[src/rtl/irq_dispatch_pkg.sv]
package irq_dispatch_pkg;
   localparam int PS_INTLVL_W = 4;
   localparam int PS_EXCM_BIT = 4;
   localparam int PS_UM_BIT   = 5;
   localparam int CAUSE_W     = 6;
   localparam logic [CAUSE_W-1:0] CAUSE_LEVEL1_IRQ = 6'd4;

   typedef enum logic [2:0] {
      DISP_NONE   = 3'd0,
      DISP_HIGH   = 3'd1,
      DISP_KERNEL = 3'd2,
      DISP_USER   = 3'd3,
      DISP_DOUBLE = 3'd4
   } disp_kind_e;
endpackage

[src/rtl/irq_take_gate.sv]
module irq_take_gate
   import irq_dispatch_pkg::*;
#(
   parameter int NUM_LEVELS = 6,
   parameter int NUM_LINES  = 32,
   parameter int LVLW       = 3,
   parameter int EXCM_LEVEL = 3
) (
   input  logic                            eval_en_i,
   input  logic [LVLW-1:0]                 pend_level_i,
   input  logic [NUM_LINES-1:0]            int_set_i,
   input  logic [NUM_LINES-1:0]            int_enable_i,
   input  logic [NUM_LEVELS*NUM_LINES-1:0] lvl_mask_i,
   input  logic [PS_INTLVL_W-1:0]          ps_intlvl_i,
   input  logic                            ps_excm_i,
   output logic                            take_o
);
   localparam int CMPW = (LVLW > PS_INTLVL_W) ? LVLW : PS_INTLVL_W;
   localparam logic [CMPW-1:0] EXCM_LV = CMPW'(EXCM_LEVEL);

   logic [NUM_LEVELS-1:0] lvl_hit;
   logic [CMPW-1:0]       cur_lvl;
   logic [CMPW-1:0]       pend_ext;
   logic                  sel_hit;

   for (genvar l = 0; l < NUM_LEVELS; l++) begin : g_lvl_hit
      assign lvl_hit[l] = |(lvl_mask_i[l*NUM_LINES +: NUM_LINES] & int_set_i & int_enable_i);
   end

   assign pend_ext = CMPW'(pend_level_i);

   always_comb begin
      cur_lvl = CMPW'(ps_intlvl_i);
      if (ps_excm_i && (EXCM_LV > cur_lvl)) begin
         cur_lvl = EXCM_LV;
      end
   end

   always_comb begin
      sel_hit = 1'b0;
      for (int l = 0; l < NUM_LEVELS; l++) begin
         if (pend_ext == CMPW'(l + 1)) begin
            sel_hit = lvl_hit[l];
         end
      end
   end

   assign take_o = eval_en_i & sel_hit & (pend_ext > cur_lvl);
endmodule

[src/rtl/irq_vector_sel.sv]
module irq_vector_sel
   import irq_dispatch_pkg::*;
#(
   parameter int               XLEN        = 32,
   parameter int               NUM_LEVELS  = 6,
   parameter int               LVLW        = 3,
   parameter bit               RELOC_EN    = 1'b1,
   parameter logic [XLEN-1:0]  DEF_VECBASE = 'h4000_0000,
   parameter int unsigned      KER_OFS     = 'h300,
   parameter int unsigned      USR_OFS     = 'h340,
   parameter int unsigned      DBL_OFS     = 'h3C0,
   parameter int unsigned      LVL_OFS     = 'h180,
   parameter int unsigned      LVL_STRIDE  = 'h40
) (
   input  disp_kind_e       kind_i,
   input  logic [LVLW-1:0]  level_i,
   input  logic [XLEN-1:0]  vecbase_i,
   output logic [XLEN-1:0]  target_o
);
   logic [XLEN-1:0] lvl_vec [NUM_LEVELS+1];
   logic [XLEN-1:0] stat_vec;

   for (genvar l = 0; l <= NUM_LEVELS; l++) begin : g_lvl_vec
      if (l >= 2) begin : g_high
         assign lvl_vec[l] = DEF_VECBASE + XLEN'(LVL_OFS) + XLEN'((l - 2) * LVL_STRIDE);
      end else begin : g_low
         assign lvl_vec[l] = DEF_VECBASE + XLEN'(LVL_OFS);
      end
   end

   always_comb begin
      stat_vec = '0;
      unique case (kind_i)
         DISP_HIGH: begin
            for (int l = 2; l <= NUM_LEVELS; l++) begin
               if (level_i == LVLW'(l)) stat_vec = lvl_vec[l];
            end
         end
         DISP_KERNEL: stat_vec = DEF_VECBASE + XLEN'(KER_OFS);
         DISP_USER:   stat_vec = DEF_VECBASE + XLEN'(USR_OFS);
         DISP_DOUBLE: stat_vec = DEF_VECBASE + XLEN'(DBL_OFS);
         default:     stat_vec = '0;
      endcase
   end

   if (RELOC_EN) begin : g_reloc
      assign target_o = stat_vec - DEF_VECBASE + vecbase_i;
   end else begin : g_fixed
      logic unused_vb;
      assign unused_vb = ^vecbase_i;
      assign target_o  = stat_vec;
   end
endmodule

[src/rtl/irq_commit.sv]
module irq_commit
   import irq_dispatch_pkg::*;
#(
   parameter int XLEN       = 32,
   parameter int NUM_LEVELS = 6,
   parameter int LVLW       = 3,
   parameter bit HAS_DEPC   = 1'b1
) (
   input  logic                  clk,
   input  logic                  rst_n,
   input  logic                  take_i,
   input  disp_kind_e            kind_i,
   input  logic [LVLW-1:0]       level_i,
   input  logic [XLEN-1:0]       pc_i,
   input  logic [XLEN-1:0]       ps_i,
   input  logic [XLEN-1:0]       target_i,
   output logic                  take_o,
   output logic [2:0]            kind_o,
   output logic [XLEN-1:0]       pc_new_o,
   output logic [XLEN-1:0]       ps_new_o,
   output logic [NUM_LEVELS-1:0] epc_we_o,
   output logic [NUM_LEVELS-1:0] eps_we_o,
   output logic                  depc_we_o,
   output logic [XLEN-1:0]       save_pc_o,
   output logic [XLEN-1:0]       save_ps_o,
   output logic                  cause_we_o,
   output logic [CAUSE_W-1:0]    cause_o
);
   localparam logic [XLEN-1:0] EXCM_MASK = XLEN'(1) << PS_EXCM_BIT;
   localparam logic [XLEN-1:0] ILVL_MASK = XLEN'((1 << PS_INTLVL_W) - 1);

   logic [NUM_LEVELS-1:0] lvl_onehot;
   logic [NUM_LEVELS-1:0] epc_we_d, eps_we_d;
   logic                  depc_we_d, cause_we_d;
   logic [XLEN-1:0]       ps_new_d;

   for (genvar l = 0; l < NUM_LEVELS; l++) begin : g_onehot
      assign lvl_onehot[l] = (level_i == LVLW'(l + 1));
   end

   always_comb begin
      epc_we_d   = '0;
      eps_we_d   = '0;
      depc_we_d  = 1'b0;
      cause_we_d = 1'b0;
      ps_new_d   = ps_i | EXCM_MASK;
      unique case (kind_i)
         DISP_HIGH: begin
            epc_we_d = lvl_onehot;
            eps_we_d = lvl_onehot;
            ps_new_d = (ps_i & ~ILVL_MASK) | XLEN'(level_i) | EXCM_MASK;
         end
         DISP_KERNEL, DISP_USER: begin
            epc_we_d[0] = 1'b1;
            cause_we_d  = 1'b1;
         end
         DISP_DOUBLE: begin
            cause_we_d = 1'b1;
            if (HAS_DEPC) depc_we_d   = 1'b1;
            else          epc_we_d[0] = 1'b1;
         end
         default: ;
      endcase
   end

   always_ff @(posedge clk) begin
      if (!rst_n || !take_i) begin
         take_o     <= 1'b0;
         kind_o     <= DISP_NONE;
         pc_new_o   <= '0;
         ps_new_o   <= '0;
         epc_we_o   <= '0;
         eps_we_o   <= '0;
         depc_we_o  <= 1'b0;
         save_pc_o  <= '0;
         save_ps_o  <= '0;
         cause_we_o <= 1'b0;
         cause_o    <= '0;
      end else begin
         take_o     <= 1'b1;
         kind_o     <= kind_i;
         pc_new_o   <= target_i;
         ps_new_o   <= ps_new_d;
         epc_we_o   <= epc_we_d;
         eps_we_o   <= eps_we_d;
         depc_we_o  <= depc_we_d;
         save_pc_o  <= pc_i;
         save_ps_o  <= ps_i;
         cause_we_o <= cause_we_d;
         cause_o    <= cause_we_d ? CAUSE_LEVEL1_IRQ : '0;
      end
   end

   AST_STROBE_NEEDS_TAKE: assert property (@(posedge clk) disable iff (!rst_n)
      ((|epc_we_o) || (|eps_we_o) || depc_we_o || cause_we_o) |-> take_o);
   AST_ONE_PC_SAVE: assert property (@(posedge clk) disable iff (!rst_n)
      $onehot0({epc_we_o, depc_we_o}));
   AST_EXCM_AFTER_TAKE: assert property (@(posedge clk) disable iff (!rst_n)
      take_o |-> ps_new_o[PS_EXCM_BIT]);
   AST_CAUSE_ONLY_LEVEL1: assert property (@(posedge clk) disable iff (!rst_n)
      cause_we_o |-> (kind_o != 3'(DISP_HIGH)) && (eps_we_o == '0));
endmodule

[src/rtl/irq_dispatch.sv]
module irq_dispatch
   import irq_dispatch_pkg::*;
#(
   parameter int               XLEN        = 32,
   parameter int               NUM_LEVELS  = 6,
   parameter int               NUM_LINES   = 32,
   parameter int               EXCM_LEVEL  = 3,
   parameter bit               HAS_DEPC    = 1'b1,
   parameter bit               RELOC_EN    = 1'b1,
   parameter logic [XLEN-1:0]  DEF_VECBASE = 'h4000_0000,
   parameter int unsigned      KER_OFS     = 'h300,
   parameter int unsigned      USR_OFS     = 'h340,
   parameter int unsigned      DBL_OFS     = 'h3C0,
   parameter int unsigned      LVL_OFS     = 'h180,
   parameter int unsigned      LVL_STRIDE  = 'h40,
   localparam int              LVLW        = $clog2(NUM_LEVELS + 2)
) (
   input  logic                            clk,
   input  logic                            rst_n,
   input  logic                            eval_en_i,
   input  logic [LVLW-1:0]                 pend_level_i,
   input  logic [NUM_LINES-1:0]            int_set_i,
   input  logic [NUM_LINES-1:0]            int_enable_i,
   input  logic [NUM_LEVELS*NUM_LINES-1:0] lvl_mask_i,
   input  logic [XLEN-1:0]                 ps_i,
   input  logic [XLEN-1:0]                 pc_i,
   input  logic [XLEN-1:0]                 vecbase_i,
   output logic                            take_o,
   output logic [2:0]                      kind_o,
   output logic [XLEN-1:0]                 pc_new_o,
   output logic [XLEN-1:0]                 ps_new_o,
   output logic [NUM_LEVELS-1:0]           epc_we_o,
   output logic [NUM_LEVELS-1:0]           eps_we_o,
   output logic                            depc_we_o,
   output logic [XLEN-1:0]                 save_pc_o,
   output logic [XLEN-1:0]                 save_ps_o,
   output logic                            cause_we_o,
   output logic [CAUSE_W-1:0]              cause_o
);
   if (XLEN < 8) begin : g_bad_xlen
      $error("irq_dispatch: XLEN must hold the status fields");
   end
   if (NUM_LEVELS < 2 || NUM_LEVELS > 13) begin : g_bad_levels
      $error("irq_dispatch: NUM_LEVELS out of range 2..13");
   end
   if (NUM_LINES < 1) begin : g_bad_lines
      $error("irq_dispatch: NUM_LINES must be positive");
   end
   if (EXCM_LEVEL < 0 || EXCM_LEVEL > NUM_LEVELS) begin : g_bad_excm
      $error("irq_dispatch: EXCM_LEVEL out of range");
   end

   logic            take_d;
   disp_kind_e      kind_d;
   logic [XLEN-1:0] target_d;

   irq_take_gate #(
      .NUM_LEVELS (NUM_LEVELS),
      .NUM_LINES  (NUM_LINES),
      .LVLW       (LVLW),
      .EXCM_LEVEL (EXCM_LEVEL)
   ) u_gate (
      .eval_en_i    (eval_en_i),
      .pend_level_i (pend_level_i),
      .int_set_i    (int_set_i),
      .int_enable_i (int_enable_i),
      .lvl_mask_i   (lvl_mask_i),
      .ps_intlvl_i  (ps_i[PS_INTLVL_W-1:0]),
      .ps_excm_i    (ps_i[PS_EXCM_BIT]),
      .take_o       (take_d)
   );

   always_comb begin
      kind_d = DISP_NONE;
      if (take_d) begin
         if (pend_level_i != LVLW'(1))  kind_d = DISP_HIGH;
         else if (ps_i[PS_EXCM_BIT])    kind_d = DISP_DOUBLE;
         else if (ps_i[PS_UM_BIT])      kind_d = DISP_USER;
         else                           kind_d = DISP_KERNEL;
      end
   end

   irq_vector_sel #(
      .XLEN        (XLEN),
      .NUM_LEVELS  (NUM_LEVELS),
      .LVLW        (LVLW),
      .RELOC_EN    (RELOC_EN),
      .DEF_VECBASE (DEF_VECBASE),
      .KER_OFS     (KER_OFS),
      .USR_OFS     (USR_OFS),
      .DBL_OFS     (DBL_OFS),
      .LVL_OFS     (LVL_OFS),
      .LVL_STRIDE  (LVL_STRIDE)
   ) u_vec (
      .kind_i    (kind_d),
      .level_i   (pend_level_i),
      .vecbase_i (vecbase_i),
      .target_o  (target_d)
   );

   irq_commit #(
      .XLEN       (XLEN),
      .NUM_LEVELS (NUM_LEVELS),
      .LVLW       (LVLW),
      .HAS_DEPC   (HAS_DEPC)
   ) u_commit (
      .clk        (clk),
      .rst_n      (rst_n),
      .take_i     (take_d),
      .kind_i     (kind_d),
      .level_i    (pend_level_i),
      .pc_i       (pc_i),
      .ps_i       (ps_i),
      .target_i   (target_d),
      .take_o     (take_o),
      .kind_o     (kind_o),
      .pc_new_o   (pc_new_o),
      .ps_new_o   (ps_new_o),
      .epc_we_o   (epc_we_o),
      .eps_we_o   (eps_we_o),
      .depc_we_o  (depc_we_o),
      .save_pc_o  (save_pc_o),
      .save_ps_o  (save_ps_o),
      .cause_we_o (cause_we_o),
      .cause_o    (cause_o)
   );

   AST_IDLE_NO_TAKE: assert property (@(posedge clk) disable iff (!rst_n)
      !$past(eval_en_i) |-> !take_o);
   AST_HIGH_RAISES_LEVEL: assert property (@(posedge clk) disable iff (!rst_n)
      (take_o && kind_o == 3'(DISP_HIGH)) |->
         (ps_new_o[PS_INTLVL_W-1:0] > $past(ps_i[PS_INTLVL_W-1:0])));
   AST_TAKE_LEVEL_BOUND: assert property (@(posedge clk) disable iff (!rst_n)
      take_o |-> ($past(pend_level_i) != '0) &&
                 ($past(pend_level_i) <= LVLW'(NUM_LEVELS)));
endmodule

[config.mk]
export PLATFORM = sky130hd
export DESIGN_NAME = irq_dispatch
export DESIGN_NICKNAME = d
export VERILOG_FILES = /design/src/rtl/irq_dispatch_pkg.sv /design/src/rtl/irq_take_gate.sv /design/src/rtl/irq_vector_sel.sv /design/src/rtl/irq_commit.sv /design/src/rtl/irq_dispatch.sv
export SDC_FILE = /design/constraint.sdc
export NUM_CORES = 1
export LEC_CHECK = 0
export BUFFER_PORTS_ARGS = -buffer_cell sky130_fd_sc_hd__buf_2
export CAP_MARGIN = 30
export CORE_AREA = 5 5 196 198
export CTS_CLUSTER_SIZE = 16
export DETAILED_ROUTE_END_ITERATION = 12
export DIE_AREA = 0 0 201 203
export PLACE_DENSITY = 0.48
export SLEW_MARGIN = 5
export SYNTH_ARGS = -nofsm -noshare
export SYNTH_HDL_FRONTEND = slang
export SYNTH_SLANG_ARGS = --single-unit
[constraint.sdc]
create_clock -name clk -period 9.59 [get_ports clk]
set_input_delay 1.918 -clock clk [delete_from_list [all_inputs] [get_ports clk]]
set_output_delay 1.918 -clock clk [all_outputs]
set_load 0.02 [all_outputs]
---- Word level (Yosys, flattened, before mapping) ----
Index checks and enable logic that the tools add are counted.
storage, ports and cells
  register bits ........................... 152
  bits in latches ......................... 0
  RAM bits ................................ 0
  memory bits (read-only) ................. 0
  input port bits ......................... 358
  output and inout bits ................... 152
  logic and storage cells ................. 79
  memories kept ........................... 0
operators by class
  add/subtract/negate cells ............... 2
  $mul .................................... 0
  divide/modulo/power cells ............... 0
  $lt $le $gt $ge ......................... 2
  equality and inequality tests ........... 11
  shift-type cells ........................ 0
  muxes and demuxes ....................... 23
  bitwise logic cells ..................... 16
  reduce and logical (&&, ||, !) cells .... 13
operators by type and width
  cell                    number
  $and 32x32->32          12
  $reduce_or 32->1        6
  $mux 31                 5
  $pmux 31 s4             1
  $add 32x32->32          1
  $mux 32                 1
  $or 32x3->32            1
  $sub 31x31->32 const B  1
  $eq 3x2->1 const B      4
  $eq 3x3->1 const B      4
  $mux 3                  4
  $mux 1                  10
  $eq 3x1->1 const B      2
  $gt 2x4->1 const A      1
  $gt 3x4->1              1
  $mux 4                  1
  $reduce_or 2->1         2
  $ne 3x1->1 const B      1
  $reduce_or 3->1         1
  $and 1x1->1             2
  $logic_not 1->1         2
  $pmux 1 s2              1
  $logic_and 1x1->1       1
  $logic_or 1x1->1        1
  $not 1->1               1

---- Longest topological paths before layout ----
Gate-level depths: netlist of run 1.
  depth after elaboration ................. 16
  gate-level depth with buffers ........... 19
  mapped depth without buffers ............ 19

---- By module ----
From an unflattened synthesis of run 1, not the netlist that was laid out.
unflattened totals
  cell total of the unflattened synthesis .. 693
  area, all modules ....................... 5853.1 µm²
modules (own cells, without submodules)
  module          times used  cells each  area each (µm²)  seq. area each (µm²)
  irq_commit      1           303         3464.6           2282.2
  irq_take_gate   1           273         1564.0           0.0
  irq_vector_sel  1           112         783.3            0.0
  irq_dispatch    1           5           41.3             0.0

---- Worst setup path before layout of run 1 ----
No wires, ideal clock.
  path kind ............................... input-to-reg
  start ................................... input port pend_level_i[0]
  end ..................................... register u_commit.pc_new_o[15]
  library setup time ...................... 0.134 ns
  arrival time ............................ 5.560 ns
  data required time ...................... 9.456 ns
  path slack .............................. 3.897 ns
  stages on the path ...................... 16
  buffers on the path ..................... 3
  cells stage by stage .................... clkbuf_1 -> or4_1 -> or4_1 -> o41ai_2 -> buf_4 -> buf_6 -> nor3_1 -> ha_1 -> ha_1 -> fa_1 -> a21o_1 -> a21o_1 -> and2_1 -> nand4_1 -> xor2_1 -> nor4_1
on the way
  longest elaborated chain between the ends .. 14
  elaborated cells between the ends (all ways) .. 32
  those cells by class .................... add/sub: 2; order compare: 1; eq/ne: 11; mux: 14; bitwise: 2; reduce/logical: 2
RTL lines
  element                                   line                  text
  start: declaration                        irq_dispatch.sv:21    input logic [LVLW-1:0] pend_level_i,
  $eq 3x1->1                                irq_take_gate.sv:42   if (pend_ext == CMPW'(l + 1)) begin
  $mux 1 (6 in a row)                       irq_take_gate.sv:42
  $and 1x1->1 (2 in a row)                  irq_take_gate.sv:48   assign take_o = eval_en_i & sel_hit & (pend_ext > cur_lvl);
  $mux 3                                    irq_dispatch.sv:75    if (take_d) begin
  $eq 3x3->1, or another cell as far along  irq_vector_sel.sv:33  unique case (kind_i)
  $pmux 31 s4                               irq_vector_sel.sv:33
  $sub 31x31->32                            irq_vector_sel.sv:47  assign target_o = stat_vec - DEF_VECBASE + vecbase_i;
  $add 32x32->32                            irq_vector_sel.sv:47
  end signal: assignment                    irq_commit.sv:82      pc_new_o <= target_i;
  end: declaration                          irq_commit.sv:19      output logic [XLEN-1:0] pc_new_o,
Parallel ways exist; a longest one is shown, timed or not.
A chain may end at the register's enable or synchronous reset.

---- Worst setup path in the final report of run 1 ----
  start ................................... input port int_enable_i[29]
  end ..................................... register u_commit.pc_new_o[31]
on the way
  longest elaborated chain between the ends .. 15
  elaborated cells between the ends (all ways) .. 30
  those cells by class .................... add/sub: 2; eq/ne: 4; mux: 8; bitwise: 8; reduce/logical: 8
RTL lines
  element                                   line                  text
  start: declaration                        irq_dispatch.sv:23    input logic [NUM_LINES-1:0] int_enable_i,
  $and 32x32->32                            irq_take_gate.sv:27   assign lvl_hit[l] = |(lvl_mask_i[l*NUM_LINES +: NUM_LINES] & int_set_i & int_enable_i);
  $reduce_or 32->1                          irq_take_gate.sv:27
  $mux 1 (5 in a row)                       irq_take_gate.sv:42
  $mux 1 *                                  irq_take_gate.sv:42
  $and 1x1->1 * (2 in a row)                irq_take_gate.sv:48
  $mux 3                                    irq_dispatch.sv:75
  $eq 3x3->1, or another cell as far along  irq_vector_sel.sv:33
  $pmux 31 s4                               irq_vector_sel.sv:33
  $sub 31x31->32                            irq_vector_sel.sv:47
  $add 32x32->32                            irq_vector_sel.sv:47
Mark *: on every way between the ends. The rest lies on a longest branch, timed or not.

==> results_dict.tcl, run 1 <==
set metrics [dict create \
    met1_usage_pct 18.2 \
    final_cell_area_mm2 0.00921 \
    multiInputGateArea_mm2 0.00310 \
    core-area_mm2 0.0363 \
    dpl_cell_area_mm2 0.00858 \
    crit_fanout 31 \
    seqCellArea_mm2 0.00228 \
    cts_hold_buf 0 \
    slew_violations 0 \
    postRouteWirelength_um 39300 \
    yosys_warnings 0 \
    ys_ff_latch 114 \
    grt_max_degree 82 \
    synth_flop_cell "dfxtp_1" \
    antenna_left 0 \
    hold_violations 0 \
    yosysTopAreaCell "dfxtp_1" \
    synth_cells 670 \
    post-cts-setup-buffers 0 \
    portBuffers 504 \
    synth.avg_cell_area_um2 8.74 \
    dr_total_vias 7498 \
    ys_types 43 \
    drive_above_1_share_pct 47.7 \
    p_per_area_mw_per_mm2 152 \
    synthTopCellsByCount "nand3_1, dfxtp_1, nor4b_1" \
    grt_pass1_wl_um 55200 \
    relSlewSlack_pct 34.9 \
    cp-endpoint "u_commit.pc_new_o[31]$_SDFF_PN0_" \
    endpoint_kind "register" \
    drt-vias-per-instance 4.66 \
    drv_cap 0 \
    critPathLaunch "int_enable_i[29]" \
    tritoncts "yes" \
    grt_pass1_vias 8117 \
    drtIter0Drc 294 \
    status "completed" \
    synth-edff-count 0 \
    ys_seq_area_share_pct 39.0 \
    fmax_ghz 0.157 \
    crit_type "primary input to register" \
    finalSetupTns_ns 0 \
    dieArea_mm2 0.0408 \
    grt_use_total_pct 18.4 \
    fin_nets 1498 \
    clkSlewWorstSetupHoldPaths_ns 0.06 \
    fill_cells 4049 \
    busiest_layer "met2" \
    overflow 0 \
    drt-wirelength-per-cell_um 24.4 \
    finalCritPeriodShare_pct 66.3 \
    synth_top_area_share_pct 39.0 \
    row_count 70 \
    place.gp.congestion 0.963 \
    drc 0 \
    ioPinCount 510 \
    cts_root_buf "clkbuf_16" \
    cts_sinks 114 \
    numCtsBuffers 17 \
    tightest_slew_ns 0.977 \
    cp.arrival_ns 6.66 \
    dp_hpwl_um 33100 \
    firstDrtPassIters 5 \
    syn-cell-area_mm2 0.00586 \
    use_met3_pct 4.30 \
    required_ns 9.90 \
    clock_path_buffers 2 \
    worstHoldPathType "primary input to register" \
    cp-start-kind "primary input" \
    setup_viol 0 \
    async_flop_share_pct 0 \
    die_w_um 201 \
    post-route-min-period_ns 6.35 \
    rsz0062_at_grt "no" \
    cts-resized-gates 0 \
    syn_to_final_growth_pct 57.2 \
    max-vdd-ir-drop_v 0.0000963 \
    grt_util_met2_pct 35.7 \
    yosys-top-cells-area "dfxtp_1, nand3_1, nor4b_1" \
    yosysMostFrequentCell "nand3_1" \
    chipHeight_um 203 \
    leakage_nw 4.36 \
    cts_max_level 4 \
    initial_core_util_pct 16.1 \
    antenna_found_initial 4 \
]
[power by group]
part           leakage (nW)  internal (mW)  switching (mW)  total, mW
registers             0.921          0.481         0.00213      0.483
logic                  3.14         0.0949           0.148      0.243
clock network         0.301          0.444           0.225      0.669
total                  4.36           1.02           0.375       1.39
[layout make-up]
cell class                 instances  area share (%)
timing repair buffer             509            27.8
antenna                            3          0.0815
clock buffer                      20            4.96
inverter                          14           0.571
clock inverter                    11            1.74
multi-input combinational        471            33.7
sequential                       114            24.8
tap                              468            6.36
[routing by layer]
layer,wire [µm],vias up
met5,0,-
met2,21300,411
met4,1980,0
met3,2510,65
met1,13600,3544
li1,-,3478
[state kept, by name, summed over array words and instances (netlist names)]
register	count
u_commit.pc_new_o	32
u_commit.save_pc_o	32
u_commit.save_ps_o	32
u_commit.eps_we_o	6
u_commit.ps_new_o	5
u_commit.kind_o	3
u_commit.cause_o	1
u_commit.depc_we_o	1
u_commit.epc_we_o	1
u_commit.take_o	1
[worst min path at each step]
stage,end,cells past startpoint,slack (ns),start
6_report,u_commit.pc_new_o[5]$_SDFF_PN0_,2,1.77,vecbase_i[5]
5_1_grt,u_commit.pc_new_o[5]$_SDFF_PN0_,2,1.74,vecbase_i[5]
4_1_cts,u_commit.pc_new_o[1]$_SDFF_PN0_,2,1.75,vecbase_i[1]
3_5_place_dp,u_commit.pc_new_o[1]$_SDFF_PN0_,2,2.19,vecbase_i[1]
3_3_place_gp,u_commit.save_pc_o[8]$_SDFF_PN0_,2,2.19,pc_i[8]
2_1_floorplan,u_commit.epc_we_o[0]$_SDFF_PN0_,1,2.00,ps_i[4]
[metrics by stage]
| stage | total power, mW | worst slack (ns) | utilization, % | instances | hold slack [ns] |
|---|---|---|---|---|---|
| 4_1_cts | 1.41 | 3.12 | 25.3 | 1607 | 1.75 |
| 3_5_place_dp | 0.736 | 2.73 | 23.6 | 1576 | 2.19 |
| 5_1_grt | 1.45 | 2.88 | 25.3 | 1607 | 1.74 |
| 3_3_place_gp | 0.738 | 2.53 | 23.6 | 1575 | 2.19 |
| 2_1_floorplan | 0.583 | 3.90 | - | 677 | 2.00 |
| 6_report | 1.39 | 3.24 | 25.3 | 1610 | 1.77 |
[critical path: stages]
cell,delay (ns)
buf_2,0.17
nand3_1,0.12
nand4_1,0.11
nor4_1,0.83
nand3_1,0.33
a32oi_4,0.91
a2111oi_0,0.24
ha_1,0.34
ha_1,0.22
fa_1,0.41
a21o_1,0.19
a21o_1,0.22
nand3_1,0.24
nor4_1,0.10
xnor2_1,0.13
nor4_1,0.15
[cells in the final DEF (no fill, tap or decap), types with 3 or more instances in the layout]
cell type / count
a21o_1: 3
buf_2: 505
dfxtp_1: 114
nor2_1: 14
a32oi_1: 13
nand4_1: 39
xnor2_1: 19
and4_1: 4
nor3_1: 12
buf_4: 4
inv_1: 14
xor2_1: 5
bufinv_16: 4
clkinv_2: 5
or4_1: 5
nand2_1: 16
diode_2: 3
clkbuf_16: 17
conb_1: 8
nor4b_1: 71
a31oi_1: 7
ha_1: 12
a32o_1: 3
a21oi_1: 5
and2_1: 5
nor4_1: 45
nand3_1: 155
and3_1: 9
[cells by family (layout without fill, tap and decap cells)]
kind of cell,count (synthesis),count (layout),share of synthesized area [%]
fa+ha+maj,13,13,2.90
other cells,1,11,0.0640
buf+inv,92,554,9.23
xor+xnor,24,24,3.59
flops,114,114,39.0
simple gates,382,382,39.3
compound gates,44,44,5.92
Power figures use the tool's default switching activity.
==> run 2, diff against run 1 <==
--- a/config.mk
+++ b/config.mk
@@ -7,11 +7,11 @@
 export LEC_CHECK = 0
 export BUFFER_PORTS_ARGS = -buffer_cell sky130_fd_sc_hd__buf_2
 export CAP_MARGIN = 30
-export CORE_AREA = 5 5 196 198
+export CORE_AREA = 5 5 197 199
 export CTS_CLUSTER_SIZE = 16
 export DETAILED_ROUTE_END_ITERATION = 12
-export DIE_AREA = 0 0 201 203
-export PLACE_DENSITY = 0.48
+export DIE_AREA = 0 0 202 204
+export PLACE_DENSITY = 0.47
 export SLEW_MARGIN = 5
 export SYNTH_ARGS = -nofsm -noshare
 export SYNTH_HDL_FRONTEND = slang
==> constraint.sdc (replaced) <==
create_clock -name clk -period 6.4 [get_ports clk]
set_input_delay 1.28 -clock clk [delete_from_list [all_inputs] [get_ports clk]]
set_output_delay 1.28 -clock clk [all_outputs]
set_load 0.02 [all_outputs]
==> run 2 against run 1 <==
  * Combinational power rose by 51%
  * Critical path depth did not move
  * Worst setup slack got worse by 2.1 ns
  * Via count rose by 2.2%
  * Non-clock buffer count rose by 4
  * Global-route usage fell by 0.054 points
  * Sequential cell count did not move
  * Hold slack got worse by 0.64 ns
  * Design area rose by 0.49%
  * Largest cell class unchanged
  * Final cell count rose by 0.87%
  * Routed wire length rose by 1.0%
==> results_dict.tcl, run 2 (synthesis results as in run 1) <==
set metrics [dict create \
    status "completed" \
    p_total_mw 2.07 \
    max-vdd-ir-drop_v 0.000125 \
    post-cts-setup-buffers 0 \
    grt_max_degree 86 \
    portBuffers 504 \
    dieArea_mm2 0.0412 \
    cts-resized-gates 0 \
    antenna_left 0 \
    tightest_slew_ns 0.965 \
    grt_use_total_pct 18.4 \
    grt_pass1_wl_um 54900 \
    finalSetupTns_ns 0 \
    drt-vias-per-instance 4.72 \
    multiInputGateArea_mm2 0.00310 \
    drv_cap 0 \
    reg_top3 "u_commit.pc_new_o (32), u_commit.save_pc_o (32), u_commit.save_ps_o (32)" \
    drive_above_1_share_pct 47.6 \
    endpoint_kind "register" \
    cts_sinks 114 \
    postRouteWirelength_um 39800 \
    finalCritPeriodShare_pct 81.8 \
    cts_hold_buf 0 \
    post-route-min-period_ns 5.24 \
    drtIter0Drc 355 \
    drc 0 \
    die_w_um 202 \
    dp_hpwl_um 33500 \
    dpl_cell_area_mm2 0.00861 \
    layout_common_cells "buf_2, nand3_1, dfxtp_1" \
    leakage_nw 4.38 \
    syn_to_final_growth_pct 57.9 \
    dr_total_vias 7666 \
    relSlewSlack_pct 35.6 \
    clock_path_buffers 2 \
    fin_ws_ns 1.16 \
    cts_root_buf "clkbuf_16" \
    firstDrtPassIters 5 \
    clkSlewWorstSetupHoldPaths_ns 0.06 \
    cts_max_level 4 \
    grt_pass1_vias 8053 \
    hold_violations 0 \
    fill_cells 4185 \
    min-delay-start "ps_i[22]" \
    critPathLaunch "pend_level_i[2]" \
    seqCellArea_mm2 0.00228 \
    crit_type "primary input to register" \
    initial_core_util_pct 15.8 \
    setup_viol 0 \
    fin_nets 1502 \
    chipHeight_um 204 \
    overflow 0 \
    worstHoldPathType "primary input to register" \
    antenna_found_initial 9 \
    cp.arrival_ns 5.55 \
    final_cell_area_mm2 0.00925 \
    rsz0062_at_grt "no" \
    required_ns 6.71 \
    row_count 71 \
    fmax_ghz 0.191 \
    crit_fanout 15 \
    numCtsBuffers 17 \
    ioPinCount 510 \
    drt-wirelength-per-cell_um 24.5 \
    cp-start-kind "primary input" \
    place.gp.congestion 0.986 \
    core-area_mm2 0.0370 \
    slew_violations 0 \
    place_ws_ns 0.693 \
    tritoncts "yes" \
    final_common_cell "buf_2" \
    p_per_area_mw_per_mm2 224 \
]
[run 2: cell count changes in the layout (fill, tap and decap cells not counted)]
cell        before  now
diode_2          3    6
buf_2          505  504
buf_4            4    8
clkinvlp_4       2    1
clkbuf_1         1    4
clkinv_4         0    1
clkbuf_8         2    0
buf_12           0    1
[run 2: layer usage]
metal / GRT usage, % / wire length (µm)
met3: 4.36 / 2720
met2: 34.9 / 21200
met1: 18.4 / 13600
met5: 0 / 7
met4: 9.94 / 2250
[run 2: critical path, cell delays in order]
cell	delay [ns]
buf_2	0.30
and3b_1	0.34
nand4_1	0.18
or4_1	0.66
or4_1	0.57
nand2_1	0.16
a2111oi_0	0.09
ha_1	0.31
ha_1	0.23
fa_1	0.41
a21o_1	0.20
a21o_1	0.22
nand3_1	0.23
nor2_1	0.09
xnor2_1	0.13
nor4_1	0.15
[run 2: metrics by stage]
stage | util (%) | hold slack [ns] | instances
2_1_floorplan | - | 1.36 | 677
3_3_place_gp | 23.3 | 1.55 | 1585
3_5_place_dp | 23.3 | 1.55 | 1585
4_1_cts | 24.9 | 1.10 | 1617
5_1_grt | 25.0 | 1.10 | 1621
6_report | 25.0 | 1.13 | 1624
[run 2: final timing paths]
path / end / slack, ns / depth (start not counted)
max: u_commit.pc_new_o[29]$_SDFF_PN0_ / 1.16 / 16
min: u_commit.save_ps_o[22]$_SDFF_PN0_ / 1.13 / 2
[run 2: layout make-up]
class	instances	share of cell area (%)
Tap cell	474	6.41
Clock buffer	21	4.76
Clock inverter	11	1.74
Antenna cell	6	0.162
Inverter	14	0.568
Multi-Input combinational cell	471	33.6
Timing Repair Buffer	513	28.1
Sequential cell	114	24.7
[run 2: power by group]
part	switching [mW]	total, mW	internal [mW]	leakage [nW]
logic	0.223	0.368	0.145	3.16
registers	0.00327	0.724	0.721	0.921
clock network	0.330	0.978	0.648	0.295
==> run 3, diff against run 2 <==
--- a/config.mk
+++ b/config.mk
@@ -7,11 +7,11 @@
 export LEC_CHECK = 0
 export BUFFER_PORTS_ARGS = -buffer_cell sky130_fd_sc_hd__buf_2
 export CAP_MARGIN = 30
-export CORE_AREA = 5 5 197 199
+export CORE_AREA = 5 5 196 198
 export CTS_CLUSTER_SIZE = 16
 export DETAILED_ROUTE_END_ITERATION = 12
-export DIE_AREA = 0 0 202 204
-export PLACE_DENSITY = 0.47
+export DIE_AREA = 0 0 201 203
+export PLACE_DENSITY = 0.49
 export SLEW_MARGIN = 5
 export SYNTH_ARGS = -nofsm -noshare
 export SYNTH_HDL_FRONTEND = slang
==> constraint.sdc (replaced) <==
create_clock -name clk -period 4.3 [get_ports clk]
set_input_delay 0.86 -clock clk [delete_from_list [all_inputs] [get_ports clk]]
set_output_delay 0.86 -clock clk [all_outputs]
set_load 0.02 [all_outputs]
==> run 3 against run 2 <==
  * Design area rose by 12%
  * Non-clock buffer count rose by 116
  * Sequential share of layout area fell by 2.6 points
  * Hold slack got worse by 0.43 ns
  * First-iteration DRC count rose by 7.0%
  * Worst setup slack got worse by 1.0 ns
  * Global-route usage rose by 0.31 points
  * Critical path depth rose by 1
  * Final cell count rose by 6.5%
  * Count of clock-buffer cells in the layout did not move
  * Total power rose by 53%
  * Critical endpoint is now u_commit.pc_new_o[15]$_SDFF_PN0_
  * Highest routed layer unchanged
==> results_dict.tcl, run 3 (synthesis results as in run 1) <==
set metrics [dict create \
    hold_depth 2 \
    min-delay-start "ps_i[19]" \
    drive_above_1_share_pct 54.6 \
    antenna_found_initial 7 \
    grt_pass1_wl_um 56000 \
    core-area_mm2 0.0363 \
    cts_root_buf "clkbuf_16" \
    grt_pass1_vias 8522 \
    syn_to_final_growth_pct 76.2 \
    drt-wirelength-per-cell_um 23.4 \
    finalSetupTns_ns 0 \
    max-vdd-ir-drop_v 0.000222 \
    endpoint_kind "register" \
    fmax_ghz 0.240 \
    fin_nets 1618 \
    drtIter0Drc 380 \
    drt-vias-per-instance 4.63 \
    min_to "u_commit.save_ps_o[19]$_SDFF_PN0_" \
    drv_cap 0 \
    clkSlewWorstSetupHoldPaths_ns 0.06 \
    multiInputGateArea_mm2 0.00324 \
    crit_type "primary input to register" \
    dr_total_vias 8015 \
    p_per_area_mw_per_mm2 307 \
    final_util_pct 28.4 \
    postRouteWirelength_um 40400 \
    row_count 70 \
    p_total_mw 3.17 \
    reg_top3 "u_commit.pc_new_o (32), u_commit.save_pc_o (32), u_commit.save_ps_o (32)" \
    grt_max_degree 76 \
    cts_sinks 114 \
    leakage_nw 4.97 \
    tritoncts "yes" \
    required_ns 4.57 \
    status "completed" \
    cts_max_level 4 \
    dp_hpwl_um 34900 \
    chipHeight_um 203 \
    final_common_cell "buf_2" \
    layout_common_cells "buf_2, nand3_1, buf_4" \
    firstDrtPassIters 5 \
    tightest_slew_ns 0.765 \
    setup_viol 0 \
    ioPinCount 510 \
    dieArea_mm2 0.0408 \
    drc 0 \
    hold_violations 0 \
    finalCritPeriodShare_pct 96.9 \
    initial_core_util_pct 16.1 \
    slew_violations 0 \
    seqCellArea_mm2 0.00228 \
    post-route-min-period_ns 4.16 \
    clock_path_buffers 2 \
    cts_hold_buf 0 \
    crit_fanout 4 \
    antenna_left 0 \
    relSlewSlack_pct 49.0 \
    portBuffers 504 \
    cp.arrival_ns 4.43 \
    worstHoldPathType "primary input to register" \
    place.gp.congestion 0.975 \
    fin_ws_ns 0.135 \
    numCtsBuffers 17 \
    fill_cells 3984 \
    overflow 0 \
    grt_use_total_pct 18.7 \
    die_w_um 201 \
    whs_ns 0.699 \
    place_ws_ns -0.605 \
    cp-start-kind "primary input" \
]
## run 3: changes by cell type in the layout (fill, tap and decap cells not counted), moves of 5 or more
cell    delta
nor4_1     -6
buf_12     +5
nor4_2     +6
buf_4    +111
## run 3: where the power goes
group / internal [mW] / total [mW] / switching (mW)
registers: 1.07 / 1.08 / 0.00492
logic: 0.300 / 0.659 / 0.359
clock network: 0.933 / 1.44 / 0.502
## run 3: cell type report
type / count / area share (%)
Antenna cell: 3 / 0.0727
Clock buffer: 21 / 4.46
Clock inverter: 10 / 1.30
Inverter: 14 / 0.509
Multi-Input combinational cell: 471 / 31.4
Sequential cell: 114 / 22.1
Tap cell: 468 / 5.67
Timing Repair Buffer: 629 / 34.5
## run 3: routing by layer
metal | GRT usage, % | share of wire [%] | wire length (µm)
met2 | 35.0 | 53 | 21300
met4 | 11.9 | 6.0 | 2420
met5 | 0 | 0.059 | 24
met1 | 18.1 | 34 | 13900
met3 | 4.97 | 6.8 | 2740
## run 3: critical path, cell delays in order
cell	delay (ns)
clkbuf_4	0.15
buf_4	0.14
and3_4	0.16
or4_1	0.40
or4_4	0.53
o41ai_4	0.29
buf_4	0.22
nor3_1	0.06
ha_1	0.18
ha_2	0.18
fa_2	0.35
a21o_1	0.20
a21o_4	0.22
and2_4	0.16
nand4_1	0.09
xor2_1	0.18
nor4_2	0.05
## run 3: timing repair
action / in CTS / in global routing
gates cloned: 0 / 0
gates resized for setup: 5 / 23
setup endpoints to repair: 18 / 18
pin swaps: 2 / 8
buffers inserted: 0 / 5
## run 3: worst max path at each step
stage	start	to	slack, ns	cells after the start
final	int_enable_i[31]	u_commit.pc_new_o[15]$_SDFF_PN0_	0.14	17
after global routing	int_enable_i[23]	u_commit.pc_new_o[19]$_SDFF_PN0_	-0.01	19
after CTS	int_enable_i[24]	u_commit.pc_new_o[15]$_SDFF_PN0_	0.02	17
after detailed placement	pend_level_i[0]	u_commit.pc_new_o[31]$_SDFF_PN0_	-0.60	16
after global placement	pend_level_i[0]	u_commit.pc_new_o[31]$_SDFF_PN0_	-0.58	16
after floorplan	pend_level_i[0]	u_commit.pc_new_o[15]$_SDFF_PN0_	-0.03	16
## run 3: through the flow
step / area [µm²] / cells
after floorplan: 5920 / 677
after global placement: 9540 / 1691
after detailed placement: 9560 / 1692
after CTS: 10200 / 1723
after global routing: 10300 / 1730
final: 10300 / 1730
